File: config.mk
export PLATFORM = sky130hd
export DESIGN_NAME = osc_cal_seq
export DESIGN_NICKNAME = d
export VERILOG_FILES = /design/src/rtl/osc_cal_pkg.sv /design/src/rtl/cal_bit_stage.sv /design/src/rtl/cal_run_timer.sv /design/src/rtl/sync_hold_ctrl.sv /design/src/rtl/osc_cal_seq.sv
export SDC_FILE = /design/constraint.sdc
export NUM_CORES = 1
export LEC_CHECK = 0
export BUFFER_PORTS_ARGS = -buffer_cell sky130_fd_sc_hd__buf_2
export CORE_MARGIN = 1
export CORE_UTILIZATION = 54
export CTS_BUF_LIST = sky130_fd_sc_hd__clkbuf_4
export DETAILED_ROUTE_END_ITERATION = 10
export PLACE_DENSITY_LB_ADDON = 0.3
export SYNTH_ARGS = -nofsm -noshare
export SYNTH_HDL_FRONTEND = slang
export SYNTH_SLANG_ARGS = --single-unit
File: constraint.sdc
create_clock -name clk -period 2.7 [get_ports clk]
set_input_delay 0.135 -clock clk [delete_from_list [all_inputs] [get_ports clk]]
set_output_delay 0.135 -clock clk [all_outputs]
set_load 0.02 [all_outputs]
File: src/rtl/osc_cal_pkg.sv
package osc_cal_pkg;
  typedef enum logic [1:0] {
    ST_IDLE = 2'd0,
    ST_RUN  = 2'd1,
    ST_DONE = 2'd2
  } cal_state_e;
endpackage

File: src/rtl/cal_bit_stage.sv
// Shadow/active calibrate bit pair with rise detection and pending launch flag.
module cal_bit_stage (
  input  logic clk,
  input  logic rst_n,
  input  logic shadow_we,
  input  logic shadow_din,
  input  logic upd_stb,
  input  logic load_wr,
  input  logic load_bit,
  input  logic launch,
  output logic active,
  output logic pending
);
  logic shadow_q;
  logic active_q;
  logic active_nxt;
  logic rise;

  always_comb begin
    active_nxt = active_q;
    if (load_wr)      active_nxt = load_bit;
    else if (upd_stb) active_nxt = shadow_q;
  end

  assign rise = active_nxt & ~active_q;

  always_ff @(posedge clk or negedge rst_n) begin
    if (!rst_n) begin
      shadow_q <= 1'b0;
      active_q <= 1'b0;
      pending  <= 1'b0;
    end else begin
      if (load_wr)        shadow_q <= load_bit;
      else if (shadow_we) shadow_q <= shadow_din;
      active_q <= active_nxt;
      // a fresh rise wins over a launch in the same cycle
      pending  <= (pending & ~launch) | rise;
    end
  end

  assign active = active_q;
endmodule

File: src/rtl/cal_run_timer.sv
// Fixed-duration calibration run, paused while the reference is absent.
module cal_run_timer #(
  parameter int CAL_CYCLES = 1024
) (
  input  logic clk,
  input  logic rst_n,
  input  logic pending,
  input  logic ref_present,
  input  logic load_busy,
  output logic launch,
  output logic busy,
  output logic done
);
  import osc_cal_pkg::*;
  localparam int CW = (CAL_CYCLES > 1) ? $clog2(CAL_CYCLES) : 1;
  localparam logic [CW-1:0] LAST = CW'(CAL_CYCLES - 1);

  cal_state_e st;
  logic [CW-1:0] cnt;

  assign launch = pending & (st != ST_RUN) & ref_present & ~load_busy;

  always_ff @(posedge clk or negedge rst_n) begin
    if (!rst_n) begin
      st  <= ST_IDLE;
      cnt <= '0;
    end else begin
      case (st)
        ST_RUN: begin
          if (ref_present) begin
            if (cnt == LAST) st <= ST_DONE;
            else             cnt <= cnt + 1'b1;
          end
        end
        default: begin
          if (launch) begin
            st  <= ST_RUN;
            cnt <= '0;
          end else begin
            st <= ST_IDLE;
          end
        end
      endcase
    end
  end

  assign busy = (st == ST_RUN);
  assign done = (st == ST_DONE);
endmodule

File: src/rtl/sync_hold_ctrl.sv
// Holds distribution until the first run has ended and the loop is locked.
module sync_hold_ctrl (
  input  logic clk,
  input  logic rst_n,
  input  logic done,
  input  logic pll_lock,
  output logic hold_sync
);
  logic first_done_q;

  always_ff @(posedge clk or negedge rst_n) begin
    if (!rst_n)    first_done_q <= 1'b0;
    else if (done) first_done_q <= 1'b1;
  end

  assign hold_sync = ~(first_done_q & pll_lock);
endmodule

File: src/rtl/osc_cal_seq.sv
module osc_cal_seq #(
  parameter int CAL_CYCLES = 1024
) (
  input  logic clk,
  input  logic rst_n,
  input  logic shadow_we,
  input  logic shadow_din,
  input  logic upd_stb,
  input  logic load_wr,
  input  logic load_bit,
  input  logic load_busy,
  input  logic ref_present,
  input  logic pll_lock,
  output logic cal_active,
  output logic cal_busy,
  output logic cal_done,
  output logic hold_sync
);
  logic launch;
  logic pending;

  cal_bit_stage u_bits (
    .clk        (clk),
    .rst_n      (rst_n),
    .shadow_we  (shadow_we),
    .shadow_din (shadow_din),
    .upd_stb    (upd_stb),
    .load_wr    (load_wr),
    .load_bit   (load_bit),
    .launch     (launch),
    .active     (cal_active),
    .pending    (pending)
  );

  cal_run_timer #(.CAL_CYCLES(CAL_CYCLES)) u_timer (
    .clk         (clk),
    .rst_n       (rst_n),
    .pending     (pending),
    .ref_present (ref_present),
    .load_busy   (load_busy),
    .launch      (launch),
    .busy        (cal_busy),
    .done        (cal_done)
  );

  sync_hold_ctrl u_hold (
    .clk       (clk),
    .rst_n     (rst_n),
    .done      (cal_done),
    .pll_lock  (pll_lock),
    .hold_sync (hold_sync)
  );
endmodule

After elaboration in Yosys (flattened, before gate mapping):

Index checks and enable logic that the tools add are counted.

* register bits: 16
* latch bits: 0
* RAM bits: 0
* ROM bits: 0
* input bits: 10
* output and inout port bits: 4
* logic and storage cells: 41
* memories: 0

* $add $sub $neg: 1
* multiply operators: 0
* divide/modulo/power cells: 0
* magnitude comparators: 0
* eq/ne operators: 7
* shifts and indexed selects: 0
* multiplexer cells: 12
* bitwise gates (word level): 11
* reduce and logical (&&, ||, !) cells: 4

Operators by type and width (count)
* $mux 10: 4
* $add 10x1->10 const B: 1
* $eq 10x10->1 const B: 1
* $and 1x1->1: 6
* $mux 2: 3
* $mux 1: 5
* $ne 2x1->1 const B: 2
* $ne 2x2->1 const B: 2
* $not 1->1: 4
* $reduce_bool 2->1: 2
* $reduce_and 3->1: 1
* $eq 2x1->1 const B: 1
* $eq 2x2->1 const B: 1
* $reduce_and 2->1: 1
* $or 1x1->1: 1

Depth between registers and ports, before layout:

* depth in word-level cells: 7
* depth in mapped cells: 6
* depth with buffers taken out: 5

Hierarchy:

Synthesis repeated with hierarchy kept, for this count alone.

* cells, all modules: 81
* area, all modules: 887.1 um2

Modules (own cells, without submodules)
* cal_run_timer: instances 1, cells each 67, area each 705.7 um2, seq. area each 300.3 um2
* cal_bit_stage: instances 1, cells each 11, area each 146.4 um2, seq. area each 75.1 um2
* sync_hold_ctrl: instances 1, cells each 3, area each 35.0 um2, seq. area each 25.0 um2

Worst setup path before layout:

No wires, ideal clock.

* path kind: register to register
* from: reg u_timer.cnt[0]
* to: reg u_timer.cnt[0]
* setup time: 0.125 ns
* arrival time: 1.401 ns
* data required time: 2.575 ns
* path slack: 1.174 ns
* stages on the path, launching flop included: 5
* buffers on the path: 0
* clock period less this slack: 1.526 ns
* cells stage by stage: dfrtp_1 > ha_1 > nand4_2 > o311a_1 > mux2_2

* word-level cells in the longest chain between the ends: 4
* elaborated cells between the ends (all ways): 7
* classes of those cells: 1 x add/sub; 2 x eq/ne; 3 x mux; 1 x reduce/logical

RTL lines
* start: declaration: RTL line cal_run_timer.sv:19 `logic [CW-1:0] cnt;`
* start signal: assignment: RTL line cal_run_timer.sv:32 `else cnt <= cnt + 1'b1;`
* $add 10x1->10: RTL line cal_run_timer.sv:32
* $mux 10: RTL line cal_run_timer.sv:31 `if (cnt == LAST) st <= ST_DONE;`
* $mux 10: RTL line cal_run_timer.sv:30 `if (ref_present) begin`
* $mux 10: RTL line cal_run_timer.sv:28 `case (st)`

Several ways; a longest one is shown, not always the timed one. The select of a mux whose other input is x is not followed.
A chain may end at the register's enable or synchronous reset.

Final worst setup path:

Same ends and word-level chain as after synthesis.

==> results.toml <==
[run_status]
status = "finished clean"

[setup_path]
cp_max_fo = 7
rr_worst_depth = 4
cp_cell_sequence = "ha_1, nand4_2, o311a_1, mux2_2"
slowest_delay_ns = 0.45
crit_arrival_ns = 1.87
setup.worst_path.end_class = "flop"
ff2ff_setup_slack_ns = 1.01
worst_setup_path_start_kind = "flop"
rr_startpoint = "u_timer.cnt[0]"
critPathSlowestCell = "o311a_1"
critPathRequiredTime_ns = 2.88
critical_path_class = "flop to flop"
worstReg2RegEnd = "u_timer.cnt[0]"

[cts]
cts_tree = "yes"
htree_num_levels = 1
cts_sinks = 16
cts_hold_buffers = 1
clk_latency_ns = 0.29
clk_pin_slew_ns = 0.10
clock-root-buffer = "clkbuf_4"
ctsResizeCount = 0
postCtsSetupRepairBufs = 0
clockBufferDepth = 2
cts_buffers = 3

[synth]
netlist_instances = 88
ys_seq_elements = 16
synth-seq-area-share_pct = 46.7
synth.distinct_cells = 38
synthesis.area_um2 = 857
avgSynthCellArea_um2 = 9.74
synth_nets = 99
yosys_warnings = 0

[placed_design]
placed_area_um2 = 937
port_buffers = 13
gp_congestion = 0.813
dp_hpwl_um = 1250

[finish]
antenna_cells = 0
area_growth_pct = 13.6
fin_area_um2 = 973
mostFrequentLayoutCells = "dfrtp_1 (16), buf_2 (13), nand2_1 (9)"
final_nets = 117
drive_gt1_share_pct = 21.9
final_util_pct = 65.4
layout_commonest_cell = "dfrtp_1"

[sta]
max_slew_margin_pct = 75.0
min_period_ns = 1.69
tns_ns = 0
min_period_over_period_pct = 62.7
rsz0062_at_grt = "false"
fin_skew_ns = 0.00414
clock.fmax_mhz = 591
finalSetupViolations = 0
timing.final.hold_violations = 0
worst_pin_slew_ns = 0.372
maxSlewViolCount = 0

[routing]
viasPerCell = 6.04
routedWlPerCell_um = 14.1
antenna_left = 0
num_vias = 731
first_pass_iters = 4
wl_um = 1710
drc = 0
drt_iter0_drc = 34

[global_routing]
grt.total_usage_pct = 22.4
grt_max_degree = 17
grt_use_met3_pct = 2.61
grt_pass1_vias = 688
antenna_found_initial = 0
grt_pass1_wl_um = 2930
top_usage_layer = "met2"
overflow = 0
grt_use_met1_pct = 29.7
grt_use_met2_pct = 35.9

[die]
initial_core_util_pct = 57.6
die-width_um = 41.8
row_count = 14
die_y_um = 41.8
core_um2 = 1490
io_pins = 14
die-area_um2 = 1750

[hold_path]
holdCritPathClass = "primary input to flop"
min_to = "u_bits.shadow_q"
hold_path_depth = 3
min_from = "shadow_din"

[pwr]
leakage_nw = 0.423
power.total_w = 0.000681
vdd_drop_max_v = 0.000452
power_density_nw_per_um2 = 700

[job]
cap_violations = 0
## flip-flops by register name, summed over array words and instances (netlist names)
name / cells
u_hold.first_done_q: 1
u_timer.st: 2
u_bits.active: 1
u_timer.cnt: 10
u_bits.shadow_q: 1
u_bits.pending: 1
## cell type report
class | instances | area [um^2]
clock inverters | 1 | 3.75
clock buffers | 3 | 22.5
flip-flops and latches | 16 | 400
repair buffers | 14 | 75.1
fillers | 121 | 515
multi-input cells | 66 | 433
inverters | 5 | 18.8
well taps | 16 | 20.0
## cells by family after synthesis
family	after synthesis	synth area share (%)
AOI/OAI and AO/OA	27	23.1
DFF	16	46.7
and+or+nand+nor	37	24.7
adders and majority gates	1	1.46
buffers and inverters	6	2.77
muxes	1	1.31
## critical path, delay by kind of cell (launching register included)
family | cells | cell delay [ns]
flip-flops | 1 | 0.39
AO/OA/AOI/OAI | 1 | 0.45
multiplexers | 1 | 0.28
AND/OR/NAND/NOR | 1 | 0.22
adder cells (fa/ha/maj) | 1 | 0.24
## metrics by stage
step                      hold slack, ns  instances  setup slack [ns]
after floorplan                   -0.161         88              1.17
after global placement            0.0643        116              1.10
after detailed placement          0.0715        116              1.02
after CTS                         0.0715        121              1.01
after global routing              0.0858        121             0.863
final                             0.0825        121              1.01
## cells in the mapped netlist (all sizes together)
cell type / n / share of area [%]
o311ai: 1 / 1.0
nor3b: 2 / 1.8
nor2b: 6 / 4.4
o22a: 1 / 1.0
nand3: 3 / 1.8
nor4: 1 / 0.73
o311a: 1 / 1.2
a21o: 3 / 2.8
nor2: 5 / 2.2
nor3: 4 / 3.6
buf: 1 / 0.58
dfrtp: 16 / 47
nand3b: 1 / 0.88
inv: 5 / 2.2
a211oi: 2 / 1.8
nand2: 9 / 3.9
o211ai: 2 / 1.8
o41a: 1 / 1.3
a31oi: 2 / 1.5
nand2b: 1 / 0.73
or2: 2 / 1.5
o21ai: 4 / 2.8
ha: 1 / 1.5
o31ai: 2 / 1.8
o21a: 1 / 0.88
nand4: 2 / 2.2
a211o: 1 / 1.0
nor4b: 1 / 1.0
a21oi: 4 / 2.3
mux2: 1 / 1.3
o41ai: 2 / 2.0
## power breakdown
part	switching (W)	internal, W	total, W
registers	0.0000648	0.000290	0.000355
clock network	0.0000780	0.0000538	0.000132
logic	0.000111	0.0000832	0.000195
total	0.000254	0.000427	0.000681
## metal layers
| layer | share of wire (%) | wire length [um] |
|---|---|---|
| met1 | 46 | 788 |
| met2 | 49 | 837 |
| met3 | 3.2 | 54 |
| met4 | 1.7 | 29 |
| met5 | 0 | 0 |
## worst max-delay path by stage
stage              startpoint              to  slack, ns
2_1_floorplan  u_timer.cnt[0]  u_timer.cnt[0]       1.17
3_3_place_gp   u_timer.cnt[1]  u_timer.cnt[5]       1.10
3_5_place_dp   u_timer.cnt[0]  u_timer.cnt[0]       1.02
4_1_cts        u_timer.cnt[0]  u_timer.cnt[0]       1.01
5_1_grt        u_timer.cnt[1]  u_timer.cnt[5]       0.86
6_report       u_timer.cnt[0]  u_timer.cnt[0]       1.01
No activity file was read; power rests on OpenSTA's default activity.
